### src/rtl/auth_buf_pkg.sv
package auth_buf_pkg;

  typedef enum logic [1:0] {
    MR_NONE   = 2'd0,
    MR_PASS   = 2'd1,
    MR_FAIL   = 2'd2,
    MR_ORPHAN = 2'd3
  } mac_res_e;

endpackage

### src/rtl/auth_buf_pick.sv
module auth_buf_pick #(
  parameter int N     = 8,
  parameter int IDX_W = $clog2(N)
) (
  input  logic [N-1:0]     req,
  output logic             any,
  output logic [IDX_W-1:0] idx
);
  // lowest set bit wins
  always_comb begin
    any = 1'b0;
    idx = '0;
    for (int i = N - 1; i >= 0; i--) begin
      if (req[i]) begin
        any = 1'b1;
        idx = IDX_W'(i);
      end
    end
  end
endmodule

### src/rtl/auth_buf_fold.sv
module auth_buf_fold #(
  parameter int IN_W  = 256,
  parameter int OUT_W = 64
) (
  input  logic [IN_W-1:0]  din,
  output logic [OUT_W-1:0] dout
);
  localparam int SLICES = IN_W / OUT_W;

  logic [OUT_W-1:0] part [SLICES];

  for (genvar k = 0; k < SLICES; k++) begin : g_slice
    assign part[k] = din[k*OUT_W +: OUT_W];
  end

  always_comb begin
    dout = '0;
    for (int k = 0; k < SLICES; k++) dout = dout ^ part[k];
  end
endmodule

### src/rtl/auth_buf_top.sv
module auth_buf_top
  import auth_buf_pkg::*;
#(
  parameter int ENTRIES = 8,
  parameter int ID_W    = 8,
  parameter int SEQ_W   = 16,
  parameter int LINE_W  = 256,
  parameter int MAC_W   = 64,
  parameter int TAG_W   = $clog2(ENTRIES),
  parameter int PAD_W   = LINE_W + MAC_W
) (
  input  logic              clk,
  input  logic              rst_n,
  input  logic [MAC_W-1:0]  mac_key,
  input  logic              dat_vld,
  input  logic [ID_W-1:0]   dat_id,
  input  logic [SEQ_W-1:0]  dat_seq,
  input  logic [LINE_W-1:0] dat_line,
  input  logic [PAD_W-1:0]  dat_pad,
  input  logic              mac_vld,
  input  logic [ID_W-1:0]   mac_id,
  input  logic [MAC_W-1:0]  mac_val,
  output logic              bus_rdy,
  output logic              bus_bp,
  output logic              alloc_vld,
  output logic [TAG_W-1:0]  alloc_tag,
  output logic [LINE_W-1:0] plain_line,
  output logic              done_vld,
  output logic [TAG_W-1:0]  done_tag,
  output logic              fail_vld,
  output logic [TAG_W-1:0]  fail_tag,
  output logic              orphan_vld
);

  // slot state
  logic [ENTRIES-1:0] vld_q, vld_d;
  logic [ENTRIES-1:0] ver_q, ver_d;
  logic [ID_W-1:0]    ent_id  [ENTRIES];
  logic [MAC_W-1:0]   ent_mac [ENTRIES];
  logic [MAC_W-1:0]   ent_pad [ENTRIES];

  logic [ENTRIES-1:0] pend, free_vec, hit_vec;
  logic               full, take;
  logic               free_any, hit_any;
  logic [TAG_W-1:0]   free_idx, hit_idx;

  // arrival datapath
  logic [LINE_W-1:0]  plain_c;
  logic [MAC_W-1:0]   fold_c, local_mac_c, rx_mac_c;
  logic               mac_ok;

  // registered outputs
  logic               alloc_q;
  logic [TAG_W-1:0]   alloc_tag_q;
  logic [LINE_W-1:0]  plain_q;
  mac_res_e           res_q, res_d;
  logic [TAG_W-1:0]   res_tag_q;

  assign pend     = vld_q & ~ver_q;
  assign free_vec = ~pend;
  assign full     = &pend;
  assign take     = dat_vld & ~full;

  assign bus_rdy  = ~full;
  assign bus_bp   = full;

  auth_buf_pick #(.N(ENTRIES), .IDX_W(TAG_W)) u_free_pick (
    .req (free_vec),
    .any (free_any),
    .idx (free_idx)
  );

  for (genvar i = 0; i < ENTRIES; i++) begin : g_match
    assign hit_vec[i] = pend[i] && (ent_id[i] == mac_id);
  end

  auth_buf_pick #(.N(ENTRIES), .IDX_W(TAG_W)) u_hit_pick (
    .req (hit_vec),
    .any (hit_any),
    .idx (hit_idx)
  );

  assign plain_c = dat_line ^ dat_pad[LINE_W-1:0];

  auth_buf_fold #(.IN_W(LINE_W), .OUT_W(MAC_W)) u_fold (
    .din  (plain_c),
    .dout (fold_c)
  );

  assign local_mac_c = fold_c ^ mac_key ^ {{(MAC_W-SEQ_W){1'b0}}, dat_seq};
  assign rx_mac_c    = mac_val ^ ent_pad[hit_idx];
  assign mac_ok      = (rx_mac_c == ent_mac[hit_idx]);

  // next-state
  always_comb begin
    vld_d = vld_q;
    ver_d = ver_q;
    res_d = MR_NONE;
    for (int i = 0; i < ENTRIES; i++) begin
      if (ver_q[i]) begin
        vld_d[i] = 1'b0;
        ver_d[i] = 1'b0;
      end
    end
    if (mac_vld) begin
      if (!hit_any) begin
        res_d = MR_ORPHAN;
      end else if (mac_ok) begin
        res_d          = MR_PASS;
        ver_d[hit_idx] = 1'b1;
      end else begin
        res_d          = MR_FAIL;
        vld_d[hit_idx] = 1'b0;
      end
    end
    if (take) begin
      vld_d[free_idx] = 1'b1;
      ver_d[free_idx] = 1'b0;
    end
  end

  // control registers
  always_ff @(posedge clk or negedge rst_n) begin
    if (!rst_n) begin
      vld_q       <= '0;
      ver_q       <= '0;
      alloc_q     <= 1'b0;
      alloc_tag_q <= '0;
      res_q       <= MR_NONE;
      res_tag_q   <= '0;
    end else begin
      vld_q       <= vld_d;
      ver_q       <= ver_d;
      alloc_q     <= take;
      if (take) alloc_tag_q <= free_idx;
      res_q       <= res_d;
      if (mac_vld) res_tag_q <= hit_idx;
    end
  end

  // payload registers, enabled, no reset
  always_ff @(posedge clk) begin
    if (take) begin
      ent_id[free_idx]  <= dat_id;
      ent_mac[free_idx] <= local_mac_c;
      ent_pad[free_idx] <= dat_pad[PAD_W-1 -: MAC_W];
      plain_q           <= plain_c;
    end
  end

  assign alloc_vld  = alloc_q;
  assign alloc_tag  = alloc_tag_q;
  assign plain_line = plain_q;
  assign done_vld   = (res_q == MR_PASS);
  assign fail_vld   = (res_q == MR_FAIL);
  assign orphan_vld = (res_q == MR_ORPHAN);
  assign done_tag   = res_tag_q;
  assign fail_tag   = res_tag_q;

  // assertions


  full_block_chk: assert property (@(posedge clk) disable iff (!rst_n)
    (!bus_rdy) |=> !alloc_vld);


  alloc_src_chk: assert property (@(posedge clk) disable iff (!rst_n)
    alloc_vld |-> ($past(dat_vld) && $past(free_any)));


  evt_excl_chk: assert property (@(posedge clk) disable iff (!rst_n)
    $onehot0({done_vld, fail_vld, orphan_vld}));


  done_src_chk: assert property (@(posedge clk) disable iff (!rst_n)
    done_vld |-> $past(mac_vld));


  orphan_src_chk: assert property (@(posedge clk) disable iff (!rst_n)
    orphan_vld |-> $past(mac_vld));


  rdy_bp_chk: assert property (@(posedge clk) disable iff (!rst_n)
    bus_rdy != bus_bp);


  alloc_free_chk: assert property (@(posedge clk) disable iff (!rst_n)
    take |=> vld_q[alloc_tag] && !ver_q[alloc_tag]);

endmodule

### config.mk
export PLATFORM = sky130hd
export DESIGN_NAME = auth_buf_top
export DESIGN_NICKNAME = d
export VERILOG_FILES = /design/src/rtl/auth_buf_pkg.sv /design/src/rtl/auth_buf_pick.sv /design/src/rtl/auth_buf_fold.sv /design/src/rtl/auth_buf_top.sv
export SDC_FILE = /design/constraint.sdc
export NUM_CORES = 2
export LEC_CHECK = 0
export BUFFER_PORTS_ARGS = -buffer_cell sky130_fd_sc_hd__buf_2
export CORE_ASPECT_RATIO = 1.75
export CORE_MARGIN = 1.5
export CORE_UTILIZATION = 25
export DETAILED_ROUTE_END_ITERATION = 10
export HOLD_SLACK_MARGIN = 0.06
export PLACE_DENSITY_LB_ADDON = 0.25
export SYNTH_ARGS = -nofsm -noshare
export SYNTH_HDL_FRONTEND = slang
export SYNTH_SLANG_ARGS = --single-unit
### constraint.sdc
create_clock -name clk -period 12.48 [get_ports clk]
set_clock_uncertainty 0.15 [all_clocks]
set_input_delay 0 -clock clk [delete_from_list [all_inputs] [get_ports clk]]
set_output_delay 0 -clock clk [all_outputs]
set_load 0.1 [all_outputs]
==> run metrics <==
Final Util=36.6%; Simple-Gate Fraction of Synth Area=6.95%; compound-gate portion of the synthesized area=6.94%; gr ovfl total=0; core footprint=226,000 sq um; Starting Density=25.2%; largest net degree at the start of global routing=101; multiplexer share of the synthesized area=1.24%; CTS Buf Count=150; max-slew violations=0; Syn. warnings=0; worst hold slack=0.0726 ns; vias in the first global route=44.1k; Logic pwr share=33.0%; Synth-to-Final Area Change=45.4%; Total GRT Usage=18.6%; FMAX=121 MHz; Final Total Pwr=16.1 mW; maximum fanout along the worst path=39; DRT Pass-1 Iters=5; register bit total from synthesis=1,369; clock buffer depth=4; status=complete, no violations; post-synthesis cell type count=82; DRC=0; sw frac=39.5%; die height=634 um; unrepaired setup endpoints after global routing=false; IO Pins=1,011; Worst-path clk slew=0.07 ns; initial antenna violation count=66; Nets=6,669; CTS tree=built; Critical Path End Type=register; fillcell total=21.2k; Mapped Nets=4,361; Via Count=41.9k; Mean Syn Cell Area=15.7 sq um; commonest non-fill, non-tap cell in the layout=edfxtp_1; ranking of synthesized cells by area=edfxtp_1, xor2_1, xor3_1; final hold violations=0; Synth async-reset ratio=1.83%; sw power=6.36 mW; critical path startpoint category=register; post-route minimum period=8.28 ns; Crit path required time=13.07 ns; Int Pwr=9.76 mW; die area=231,000 sq um; Root Buffer Master=clkbuf_16; Synth Flop Type=edfxtp_1; GP Congestion=0.890; post-synth top area share=70.9%; WL final=222,000 um; Clk pwr share=26.7%; I/O Buffers=1,010; Worst EP arrival=8.87 ns; dpl ws=4.94 ns; buffers inserted by post-CTS timing repair=0; maximum vdd drop=0.000189 V; vias per inst=4.61; Slew HR=20.3%; Setup CP Type=reg -> reg; largest family of logic cells by synthesized area=XOR/XNOR gates; pwr dens=195 nW/um^2; post-synth top area cell=edfxtp_1; Worst R2R Setup Slack=4.20 ns; first-pass GRT wire length=310,000 um; CTS sink cnt=1,369; Max Cap Viol=0; Tightest Pin Transition=1.18 ns; worst min path class=in -> reg; Finish-stage setup viols=0; die width=364 um; Synth Instances=3,621; routed length per placed instance=24.5 um; Post-DP HPWL=133,000 um; Mapped Area=56,900 sq um; leak pwr=30.4 nW; Antenna Violating Nets Remaining=0; fin crit share=66.4%; fin worst setup slack=4.20 ns; cts repair resizes=0; H-tree depth=4; sequential fraction of design power=40.3%; worst-skew pair later-pin latency=0.83 ns; share of cells above drive strength 1=22.8%; xor and xnor area share after synthesis=11.2%; Post-synth EDFFs=1,344; initial DRC count=2,656; final setup TNS=0 ns; Adder-Cell Fraction of Synth Area=0%; row count=231; commonest non-fill, non-tap cells in the layout=edfxtp_1, dlygate4sd3_1, buf_2, xor2_1, nand2_1; sequential-to-total area share from yosys stat=72.0%
-- what timing repair did --
action | in CTS | in global routing
hold buffers | 1248 | 0
endpoints found under the hold margin | 1657 | 0
endpoints found under the setup margin | 0 | 0
-- flip-flops by register name (all words and copies together) (netlist names) --
name / count
ent_mac: 512
ent_pad: 512
alloc_vld: 1
ent_id: 64
plain_line: 256
done_tag: 3
alloc_tag: 3
res_q: 2
vld_q: 8
ver_q: 8
-- power by group through the flow --
stage | sequential, mW | clock [mW] | combinational [mW]
6_report | 6.49 | 4.31 | 5.32
4_1_cts | 6.49 | 4.42 | 5.34
2_1_floorplan | 9.31 | 0 | 1.08
3_3_place_gp | 6.56 | 0 | 4.94
5_1_grt | 6.56 | 4.55 | 5.50
3_5_place_dp | 6.58 | 0 | 4.96
-- layer usage --
metal | track usage (%) | vias to the layer above | part of all wire, %
met5 | 0 | - | 0.17
met4 | 8.23 | 62 | 4.5
met3 | 3.75 | 559 | 6.1
met2 | 33.3 | 1610 | 51
met1 | 21.2 | 21100 | 38
li1 | - | 18500 | -
-- per-stage QoR --
| stage | cells | instance area (sq um) |
|---|---|---|
| final | 9089 | 82800 |
| after global routing | 9074 | 82800 |
| after CTS | 9061 | 82700 |
| after detailed placement | 7558 | 65700 |
| after global placement | 7558 | 65700 |
| after floorplan | 3621 | 56900 |
-- path summary, 6_finish.rpt --
path	startpoint	to	cells after the start
worst max-delay path	ent_id[3][3]	vld_q[0]	17
worst max register to register	ent_id[3][3]	vld_q[0]	17
worst min register to register	alloc_tag[2]	alloc_tag[2]	2
max in group asynchronous	rst_n	ver_q[1]	5
worst min-delay path	mac_key[3]	ent_mac[7][3]	4
min in group asynchronous	rst_n	alloc_vld	5
-- layout make-up --
cell class                 instances  area [sq um]  area share [%]
antenna                           28          70.1          0.0846
clock buffer                     187          3940            4.76
clock inverter                    68           607           0.733
inverter                          18          67.6          0.0816
multi-input combinational       2060         15200            18.3
sequential                      1369         41000            49.5
tap                             3029          3790            4.58
timing repair buffer            2330         18200            22.0
-- critical path: stages, from the launching register on --
cell and delay, ns:
edfxtp_1 0.39, xnor2_1 0.15, nand3_1 0.11, dlygate4sd3_1 0.59, nor4_2 0.77, o21ai_4 0.25, nor2_4 0.73, buf_4 0.70
buf_4 0.38, o22ai_1 0.12, a211oi_1 0.36, xnor2_1 0.18, xnor2_1 0.08, nor4_1 0.98, nand4_1 0.32, or4_1 0.95
a31oi_1 0.35, dlygate4sd3_1 0.58
-- Yosys cell counts (56+ instances only) --
library cell,number
edfxtp_1,1344
xor2_1,415
nand2_1,336
nand3_1,145
xnor2_1,137
o22ai_1,123
nor2_1,84
and3_1,76
a31oi_1,72
clkbuf_1,68
xor3_1,64
o21ai_0,61
buf_2,59
a211oi_1,56
-- cells by family after synthesis --
logic type	Yosys count
xor+xnor	617
compound gates	560
flops	1369
simple gates	816
buf+inv	192
mux	67
(Power assumes the default switching activity.)
